--- src/rtl/wdr_pkg.sv ---
package wdr_pkg;

    typedef enum logic {
        WD_RUN   = 1'b0,
        WD_PULSE = 1'b1
    } wd_state_e;

    localparam int DEF_CNT_W      = 8;
    localparam int DEF_PULSE_LEN  = 512;
    localparam int DEF_SAMPLE_DLY = 8192 * 4 + 512;
    localparam int DEF_BOR_DLY    = 400;

    function automatic int cnt_bits(input int max_val);
        return (max_val < 2) ? 1 : $clog2(max_val + 1);
    endfunction

endpackage

--- src/rtl/wdr_timer.sv ---
module wdr_timer
    import wdr_pkg::*;
#(
    parameter int CNT_W     = DEF_CNT_W,
    parameter int PULSE_LEN = DEF_PULSE_LEN
) (
    input  logic clk,
    input  logic por,
    input  logic en,
    input  logic kick,
    input  logic hold,
    output logic wd_rst_n,
    output logic wd_start,
    output logic wd_release
);
    localparam int PW = cnt_bits(PULSE_LEN);

    wd_state_e        st;
    logic [CNT_W-1:0] cnt;
    logic [PW-1:0]    pls;
    logic             at_max;

    assign at_max     = &cnt;
    assign wd_start   = (st == WD_RUN) && en && !kick && !hold && at_max;
    assign wd_release = (st == WD_PULSE) && (pls == PW'(PULSE_LEN - 1));
    assign wd_rst_n   = (st != WD_PULSE);

    always_ff @(posedge clk) begin
        if (por) begin
            st  <= WD_RUN;
            cnt <= '0;
            pls <= '0;
        end else begin
            case (st)
                WD_RUN: begin
                    if (hold || !en || kick) begin
                        cnt <= '0;
                    end else if (at_max) begin
                        cnt <= '0;
                        pls <= '0;
                        st  <= WD_PULSE;
                    end else begin
                        cnt <= cnt + 1'b1;
                    end
                end
                default: begin
                    cnt <= '0;
                    if (wd_release) begin
                        st  <= WD_RUN;
                        pls <= '0;
                    end else begin
                        pls <= pls + 1'b1;
                    end
                end
            endcase
        end
    end
endmodule

--- src/rtl/wdr_bor.sv ---
module wdr_bor
    import wdr_pkg::*;
#(
    parameter int BOR_DLY = DEF_BOR_DLY
) (
    input  logic clk,
    input  logic por,
    input  logic bor_req,
    output logic bor_active
);
    localparam int BW = cnt_bits(BOR_DLY);

    logic [BW-1:0] dly;

    always_ff @(posedge clk) begin
        if (por)
            dly <= '0;
        else if (bor_req)
            dly <= BW'(BOR_DLY);
        else if (dly != '0)
            dly <= dly - 1'b1;
    end

    assign bor_active = bor_req || (dly != '0);
endmodule

--- src/rtl/wdr_flags.sv ---
module wdr_flags
    import wdr_pkg::*;
#(
    parameter int SAMPLE_DLY = DEF_SAMPLE_DLY
) (
    input  logic clk,
    input  logic por,
    input  logic wd_start,
    input  logic wd_release,
    input  logic ext_rst_n,
    input  logic clk_fail_det,
    input  logic wdf_clr,
    input  logic cff_clr,
    output logic wd_flag,
    output logic clkfail_flag
);
    localparam int WW = cnt_bits(SAMPLE_DLY);

    logic          win_act;
    logic [WW-1:0] win_cnt;
    logic          pending;
    logic          at_sample;

    assign at_sample = win_act && (win_cnt == WW'(SAMPLE_DLY - 1));

    // Sample window measured from the start of the watchdog pulse.
    always_ff @(posedge clk) begin
        if (por) begin
            win_act <= 1'b0;
            win_cnt <= '0;
        end else if (wd_start) begin
            win_act <= 1'b1;
            win_cnt <= '0;
        end else if (win_act) begin
            win_cnt <= win_cnt + 1'b1;
            if (at_sample)
                win_act <= 1'b0;
        end
    end

    // The release edge arms the flag; any pin low disarms it.
    always_ff @(posedge clk) begin
        if (por)
            pending <= 1'b0;
        else if (!ext_rst_n || wd_start || at_sample)
            pending <= 1'b0;
        else if (wd_release)
            pending <= 1'b1;
    end

    always_ff @(posedge clk) begin
        if (por)
            wd_flag <= 1'b0;
        else if (!ext_rst_n)
            wd_flag <= 1'b0;
        else if (at_sample && pending)
            wd_flag <= 1'b1;
        else if (wdf_clr)
            wd_flag <= 1'b0;
    end

    always_ff @(posedge clk) begin
        if (por)
            clkfail_flag <= 1'b0;
        else if (clk_fail_det)
            clkfail_flag <= 1'b1;
        else if (cff_clr)
            clkfail_flag <= 1'b0;
    end
endmodule

--- src/rtl/wdr_top.sv ---
module wdr_top
    import wdr_pkg::*;
#(
    parameter int CNT_W      = DEF_CNT_W,
    parameter int PULSE_LEN  = DEF_PULSE_LEN,
    parameter int SAMPLE_DLY = DEF_SAMPLE_DLY,
    parameter int BOR_DLY    = DEF_BOR_DLY
) (
    input  logic clk,
    input  logic por,
    input  logic wd_en,
    input  logic kick,
    input  logic ext_rst_n,
    input  logic bor_req,
    input  logic clk_fail_det,
    input  logic wdf_clr,
    input  logic cff_clr,
    output logic chip_rst_n,
    output logic wd_flag,
    output logic clkfail_flag
);
    logic wd_rst_n;
    logic wd_start;
    logic wd_release;
    logic bor_active;
    logic hold;

    assign hold = !ext_rst_n || bor_active;

    wdr_timer #(
        .CNT_W     (CNT_W),
        .PULSE_LEN (PULSE_LEN)
    ) u_timer (
        .clk        (clk),
        .por        (por),
        .en         (wd_en),
        .kick       (kick),
        .hold       (hold),
        .wd_rst_n   (wd_rst_n),
        .wd_start   (wd_start),
        .wd_release (wd_release)
    );

    wdr_bor #(
        .BOR_DLY (BOR_DLY)
    ) u_bor (
        .clk        (clk),
        .por        (por),
        .bor_req    (bor_req),
        .bor_active (bor_active)
    );

    wdr_flags #(
        .SAMPLE_DLY (SAMPLE_DLY)
    ) u_flags (
        .clk          (clk),
        .por          (por),
        .wd_start     (wd_start),
        .wd_release   (wd_release),
        .ext_rst_n    (ext_rst_n),
        .clk_fail_det (clk_fail_det),
        .wdf_clr      (wdf_clr),
        .cff_clr      (cff_clr),
        .wd_flag      (wd_flag),
        .clkfail_flag (clkfail_flag)
    );

    assign chip_rst_n = wd_rst_n && ext_rst_n && !bor_active;
endmodule

--- config.mk ---
export PLATFORM = sky130hd
export DESIGN_NAME = wdr_top
export DESIGN_NICKNAME = d
export VERILOG_FILES = /design/src/rtl/wdr_pkg.sv /design/src/rtl/wdr_timer.sv /design/src/rtl/wdr_bor.sv /design/src/rtl/wdr_flags.sv /design/src/rtl/wdr_top.sv
export SDC_FILE = /design/constraint.sdc
export NUM_CORES = 1
export LEC_CHECK = 0
export BUFFER_PORTS_ARGS = -buffer_cell sky130_fd_sc_hd__buf_2
export CORE_MARGIN = 5
export CORE_UTILIZATION = 50
export CTS_CLUSTER_SIZE = 10
export DETAILED_ROUTE_END_ITERATION = 8
export GPL_ROUTABILITY_DRIVEN = 0
export PLACE_DENSITY = 0.67
export SLEW_MARGIN = 20
export SYNTH_ARGS = -nofsm -noshare
export SYNTH_HDL_FRONTEND = slang
export SYNTH_SLANG_ARGS = --single-unit
--- constraint.sdc ---
create_clock -name clk -period 2.53 [get_ports clk]
set_clock_uncertainty 0.2 [all_clocks]
set_input_delay 0.506 -clock clk [delete_from_list [all_inputs] [get_ports clk]]
set_output_delay 0.506 -clock clk [all_outputs]
set_load 0.01 [all_outputs]
==> reports/qor.txt, run 1 <==
Synth top cells by count -> dfxtp_1 (48), nor2_1 (29), nand3_1 (16), a21oi_1 (15), inv_1 (13)
Final WL -> 4.31 mm
Number of global-route vias before repair -> 1670
Cell Area, Synth -> 0.00237 mm²
Largest net degree at the start of global routing -> 19
Worst-case clock buffer depth -> 2
DP Area -> 0.00246 mm²
Max Fclk -> 0.437 GHz
P_leak -> 0.884 nW
Layout Nets -> 289
GR Util All Layers -> 15.0%
Die X -> 78.9 µm
Status -> complete, no violations
Core area -> 0.00466 mm²
Tcrit/Tclk final -> 90.4%
DRC viols -> 0
# IOs -> 12
PwrDens -> 565 mW/mm²
Row cnt -> 25
Yosys reg bits -> 48
Ys Warns -> 0
DIE HEIGHT -> 78.9 µm
Main flop type after synthesis -> dfxtp_1
Hpwl dp -> 3.13 mm
Placed instance count -> 321
Initial core utilization -> 50.9%
Cell taking the most area after synthesis -> dfxtp_1
Post-route cell area -> 0.00256 mm²
CP endpoint kind -> output pin
H-tree levels -> 2
Final setup fails -> 0
CTS tree -> built
Worst Tran Pin Value -> 0.529 ns
Slowest library cell on the worst path -> dfxtp_1
Worst Path Arrival -> 1.58 ns
Clock Latency Late Sink -> 0.30 ns
Worst-path cell chain -> inv_1 > ha_1 > nor4b_4 > nand3_4 > inv_1 > buf_2
Sequential element share of the synthesized area -> 40.5%
Fillers -> 423
Setup Crit Path Kind -> reg2out
CTS Buf Count -> 5
CP max stage delay -> 0.34 ns
Setup TNS -> 0 ns
Most numerous cell in the Yosys netlist -> dfxtp_1
Worst hold slack -> 0.202 ns
DR vias -> 1852
Slew headroom -> 63.8%
Worst Path Max Fanout -> 5
VDD IR max -> 0.353 mV
Antenna violations before repair -> 0
Port Buffer Count -> 11
Post-synth ARST share -> 0%
Area Growth Syn to Fin -> 8.07%
Reg clk slew, reported paths -> 0.09 ns
EDFF count, synth -> 0
Worst Hold Class -> in2reg
Mapped Nets -> 279
Pre-antenna DRT Iters -> 4
Synth top area share -> 40.5%
Global-route wire length before repair -> 7.44 mm
Gate Count Post-Synth -> 265
Slew Viols, Final -> 0
Req. time, crit path -> 1.82 ns
Wirelength per Cell -> 13.0 µm
Vias per cell -> 5.61
Die ar. -> 0.00622 mm²
Post-Layout Cell Count -> 330
Worst setup SP type -> flip-flop
# diodes -> 0
Final min period -> 2.29 ns
Overflow after GRT -> 0
Post-CTS resize count -> 0
CTS sink count -> 48
Syn avg cell area -> 8.95 µm²
Final hold viol count -> 0
Antenna Nets Post-Route -> 0
Unrepaired setup endpoints after global routing -> no
Drt initial violations -> 93
Ranking of synthesized cells by area -> dfxtp_1 (41%), nor2_1 (4.6%), xnor2_1 (4.1%)
Max Cap Violations -> 0
Cell mode on critical path -> inv_1
CTS root buffer -> clkbuf_8
Yosys cell types -> 53
Share of cells above drive strength 1 -> 15.6%
## power by group
group	internal, mW	total (mW)	switching [mW]
registers	0.773	0.798	0.0251
logic	0.0853	0.174	0.0890
clock network	0.222	0.477	0.254
## cell usage in the layout, fill, tap and decap left out, types with 2 or more instances in the layout
cell type  synthesis  layout
nor3_1             2       2
buf_4              0       4
ha_1               5       5
mux2i_1            3       3
and2_1             2       2
nand2b_1           3       3
nand4_1            8       8
xor2_1            11      11
o21ai_0            5       5
or3_1              7       7
nor4_1             5       5
and4_1             3       3
dfxtp_1           48      48
nor2_1            29      29
xnor2_1           11      11
nor2_2             7       7
or2_2              2       2
nor2b_1            2       2
a311oi_1           3       3
inv_1             13      13
and3_1             3       3
o31ai_1            3       3
nand3_1           16      16
a41oi_1            3       3
buf_2              2      11
or4_1              2       2
a31oi_1            2       2
nand2_1           12      12
a21oi_1           15      15
clkbuf_8           0       6
a22o_1             2       2
a211oi_1           5       5
## cells by family (layout without fill, tap and decap cells)
group                    Yosys count  in the layout  synth area share (%)
XOR/XNOR                          22             22                  8.13
multiplexers                       4              4                  1.74
buffers and inverters             25             36                  4.38
flip-flops                        48             48                  40.5
AND/OR/NAND/NOR                  114            114                  27.9
AO/OA/AOI/OAI                     47             47                  14.7
adder cells (fa/ha/maj)            5              5                  2.64
## state kept, by name (all words and copies together) (netlist names)
register / flops
u_flags.win_cnt: 16
u_timer.pls: 10
u_bor.dly: 9
u_timer.cnt: 8
u_flags.clkfail_flag: 1
u_flags.pending: 1
u_flags.wd_flag: 1
u_flags.win_act: 1
u_timer.st: 1
## per-layer routing
layer,GRT usage (%),share of wire [%],vias up
met5,0,0,-
met4,6.19,1.6,0
met3,5.22,3.4,6
met2,22.3,45,14
met1,19.7,50,857
li1,-,-,975
## final cells by class
cell class,count,area [µm²],share of cell area (%)
repair buffers,15,85.1,3.32
clock inverters,1,7.51,0.293
well taps,54,67.6,2.64
multi-input cells,192,1310,51.0
clock buffers,7,86.3,3.37
inverters,13,48.8,1.90
flip-flops and latches,48,961,37.5
## per-stage QoR
step	utilization, %	power (mW)	setup slack [ns]
3_5_place_dp	52.8	0.986	0.210
4_1_cts	54.8	1.47	0.0690
2_1_floorplan	-	0.946	0.378
3_3_place_gp	52.8	0.985	0.300
6_report	55.0	1.45	0.243
5_1_grt	55.0	1.52	0.141
## worst max-delay path: cells and delay by family, from the launching register on
| family | cells | cell delay, ns |
|---|---|---|
| fa+ha+maj | 1 | 0.18 |
| buf+inv | 3 | 0.29 |
| flops | 1 | 0.34 |
| simple gates | 2 | 0.47 |
## what timing repair did
item,in CTS,in global routing
setup buffers,0,1
hold endpoints to repair,0,0
hold buffers,0,0
endpoints found under the setup margin,0,1
## worst paths after layout
path | startpoint | endpoint | slack [ns] | cells after the start
min | clk_fail_det | u_flags.clkfail_flag | 0.20 | 3
max | u_bor.dly[0] | chip_rst_n | 0.24 | 6
max reg2reg | u_timer.cnt[0] | u_timer.pls[0] | 0.25 | 5
min reg2reg | u_timer.cnt[0] | u_timer.cnt[0] | 0.28 | 1
Note: power is estimated with default switching activity, not from simulation.
==> inputs of run 2 (changes only) <==
- CTS_BUF_LIST: not set -> sky130_fd_sc_hd__clkbuf_4
- PLACE_DENSITY: 0.67 -> 0.7
- clock period: 2.53 -> 2.09 ns (I/O delays scaled with it)
==> run 2 against run 1 <==
Against the previous run:
- the run now ends with setup timing left
- sequential power is 22% higher
- highest routed layer unchanged
- cell area is 10% higher
- power is 20% higher
- first-iteration DRC count is 8.6% lower
- largest cell class unchanged
- wire length is 12% higher
==> reports/qor.txt, run 2 (synthesis gave the netlist of run 1 again) <==
Status -> finished with violations
Failing checks -> setup timing
CTS root buffer -> clkbuf_4
Worst Path Arrival -> 1.59 ns (about the same)
Clock Latency Late Sink -> 0.37 ns (+0.07 ns)
Final hold viol count -> 0 (unchanged)
Setup Crit Path Kind -> reg2out
Req. time, crit path -> 1.47 ns (-0.35 ns)
Worst setup margin -> -0.118 ns (-0.361 ns)
GR Util All Layers -> 16.5% (+1.6 points)
Slew Viols, Final -> 0 (unchanged)
Pre-antenna DRT Iters -> 4 (unchanged)
Worst Path Max Fanout -> 2 (-3)
# diodes -> 0 (unchanged)
Setup TNS -> -0.497 ns (-0.497 ns)
Largest regs -> u_flags.win_cnt (16), u_timer.pls (10), u_bor.dly (9)
Row cnt -> 25 (unchanged)
Worst setup SP type -> flip-flop
Post-cts hold buffer count -> 0 (unchanged)
Wirelength per Cell -> 13.4 µm (+2.8%)
Die X -> 78.9 µm (unchanged)
Port Buffer Count -> 11 (unchanged)
CTS sink count -> 48 (unchanged)
Initial core utilization -> 50.9% (unchanged)
Antenna Nets Post-Route -> 0 (unchanged)
VDD IR max -> 0.322 mV (-8.8%)
Tcrit/Tclk final -> 106%
P_leak -> 1.03 nW (+17%)
Commonest non-fill, non-tap cell in the layout -> dfxtp_1
Share of cells above drive strength 1 -> 27.9% (+12 points)
Area Growth Syn to Fin -> 19.3%
Overflow after GRT -> 0 (unchanged)
Max reg flops -> 16 (unchanged)
DP Area -> 0.00261 mm² (+6.0%)
DRC viols -> 0 (unchanged)
Final min period -> 2.21 ns
Power Total -> 1.74 mW (+20%)
R2r setup slk -> -0.07 ns (-0.32 ns)
Max Fclk -> 0.453 GHz
Worst Tran Pin Value -> 0.385 ns (-0.144 ns)
Slew headroom -> 74.0% (+10 points)
Drt initial violations -> 85 (-8.6%)
Layout Nets -> 318 (+10%)
Core area -> 0.00466 mm² (unchanged)
Die ar. -> 0.00622 mm² (unchanged)
Max Cap Violations -> 0 (unchanged)
Number of global-route vias before repair -> 1847 (+11%)
DIE HEIGHT -> 78.9 µm (unchanged)
Reg clk slew, reported paths -> 0.13 ns (+0.04 ns)
Largest Register -> u_flags.win_cnt
Worst Hold Class -> in2reg
CTS tree -> built
Unrepaired setup endpoints after global routing -> yes
Final core utilization -> 60.7% (+5.7 points)
Most frequent cells in the layout -> dfxtp_1 (44), buf_4 (32), nor2_1 (29)
# IOs -> 12 (unchanged)
Worst-case clock buffer depth -> 2 (unchanged)
PwrDens -> 615 mW/mm² (+8.8%)
Final WL -> 4.82 mm (+12%)
Final setup fails -> 9 (+9)
Worst hold slack -> 0.0403 ns (-0.162 ns)
CTS Buf Count -> 5 (unchanged)
DR vias -> 2005 (+8.3%)
Hpwl dp -> 3.21 mm (+2.6%)
Post-route cell area -> 0.00283 mm² (+10%)
Vias per cell -> 5.58 (-0.48%)
H-tree levels -> 2 (unchanged)
Antenna violations before repair -> 0 (unchanged)
Largest net degree at the start of global routing -> 19 (unchanged)
Global-route wire length before repair -> 8.28 mm (+11%)
CP endpoint kind -> output pin
[run 2: cell count changes in the layout (fill, tap and decap cells not counted), sizes merged]
cell	change
buf	+29
clkinv	+1
clkinvlp	-1
[run 2: final cells by class]
class / instances / area, µm²
clock inverters: 1 / 3.75
inverters: 13 / 48.8
fillers: 399 / 1830
multi-input cells: 192 / 1380
repair buffers: 44 / 313
flip-flops and latches: 48 / 966
clock buffers: 7 / 52.6
well taps: 54 / 67.6
[run 2: worst paths after layout]
kind,to,cells past startpoint,from
setup reg to reg,u_timer.cnt[6],8,u_bor.dly[0]
hold / removal,u_flags.clkfail_flag,3,clk_fail_det
hold reg to reg,u_flags.pending,2,u_flags.pending
setup / recovery,chip_rst_n,7,u_bor.dly[0]
[run 2: per-stage QoR]
step / setup slack, ns / instances
after floorplan: -0.0243 / 265
after global placement: 0.0513 / 340
after detailed placement: -0.00365 / 340
after CTS: -0.106 / 356
after global routing: -0.188 / 359
final: -0.118 / 359
[run 2: worst max-delay path: stages (launching register included)]
cell     delay, ns
dfxtp_2       0.35
inv_2         0.08
ha_4          0.14
nor4b_4       0.27
nand3_4       0.11
buf_6         0.14
inv_2         0.04
buf_6         0.09
[run 2: power by group]
group / total, mW / leakage, nW / internal [mW] / switching (mW)
sequential: 0.971 / 0.390 / 0.938 / 0.0339
combinational: 0.335 / 0.607 / 0.187 / 0.149
clock: 0.433 / 0.0338 / 0.156 / 0.277
total: 1.74 / 1.03 / 1.28 / 0.460
[run 2: metal layers]
metal | global-route usage [%] | wire, µm | vias up | part of all wire [%]
met3 | 3.74 | 183 | 9 | 3.8
met5 | 0 | 0 | - | 0
li1 | - | - | 1033 | -
met2 | 27.8 | 2340 | 31 | 49
met4 | 6.70 | 89 | 0 | 1.8
met1 | 20.4 | 2200 | 932 | 46
[run 2: what timing repair did]
| item | 4_1_cts | 5_1_grt |
|---|---|---|
| hold endpoints to repair | 0 | 0 |
| gates resized for setup | 10 | 12 |
| buffers inserted | 8 | 4 |
| endpoints found under the setup margin | 2 | 17 |
| pin swaps | 4 | 10 |
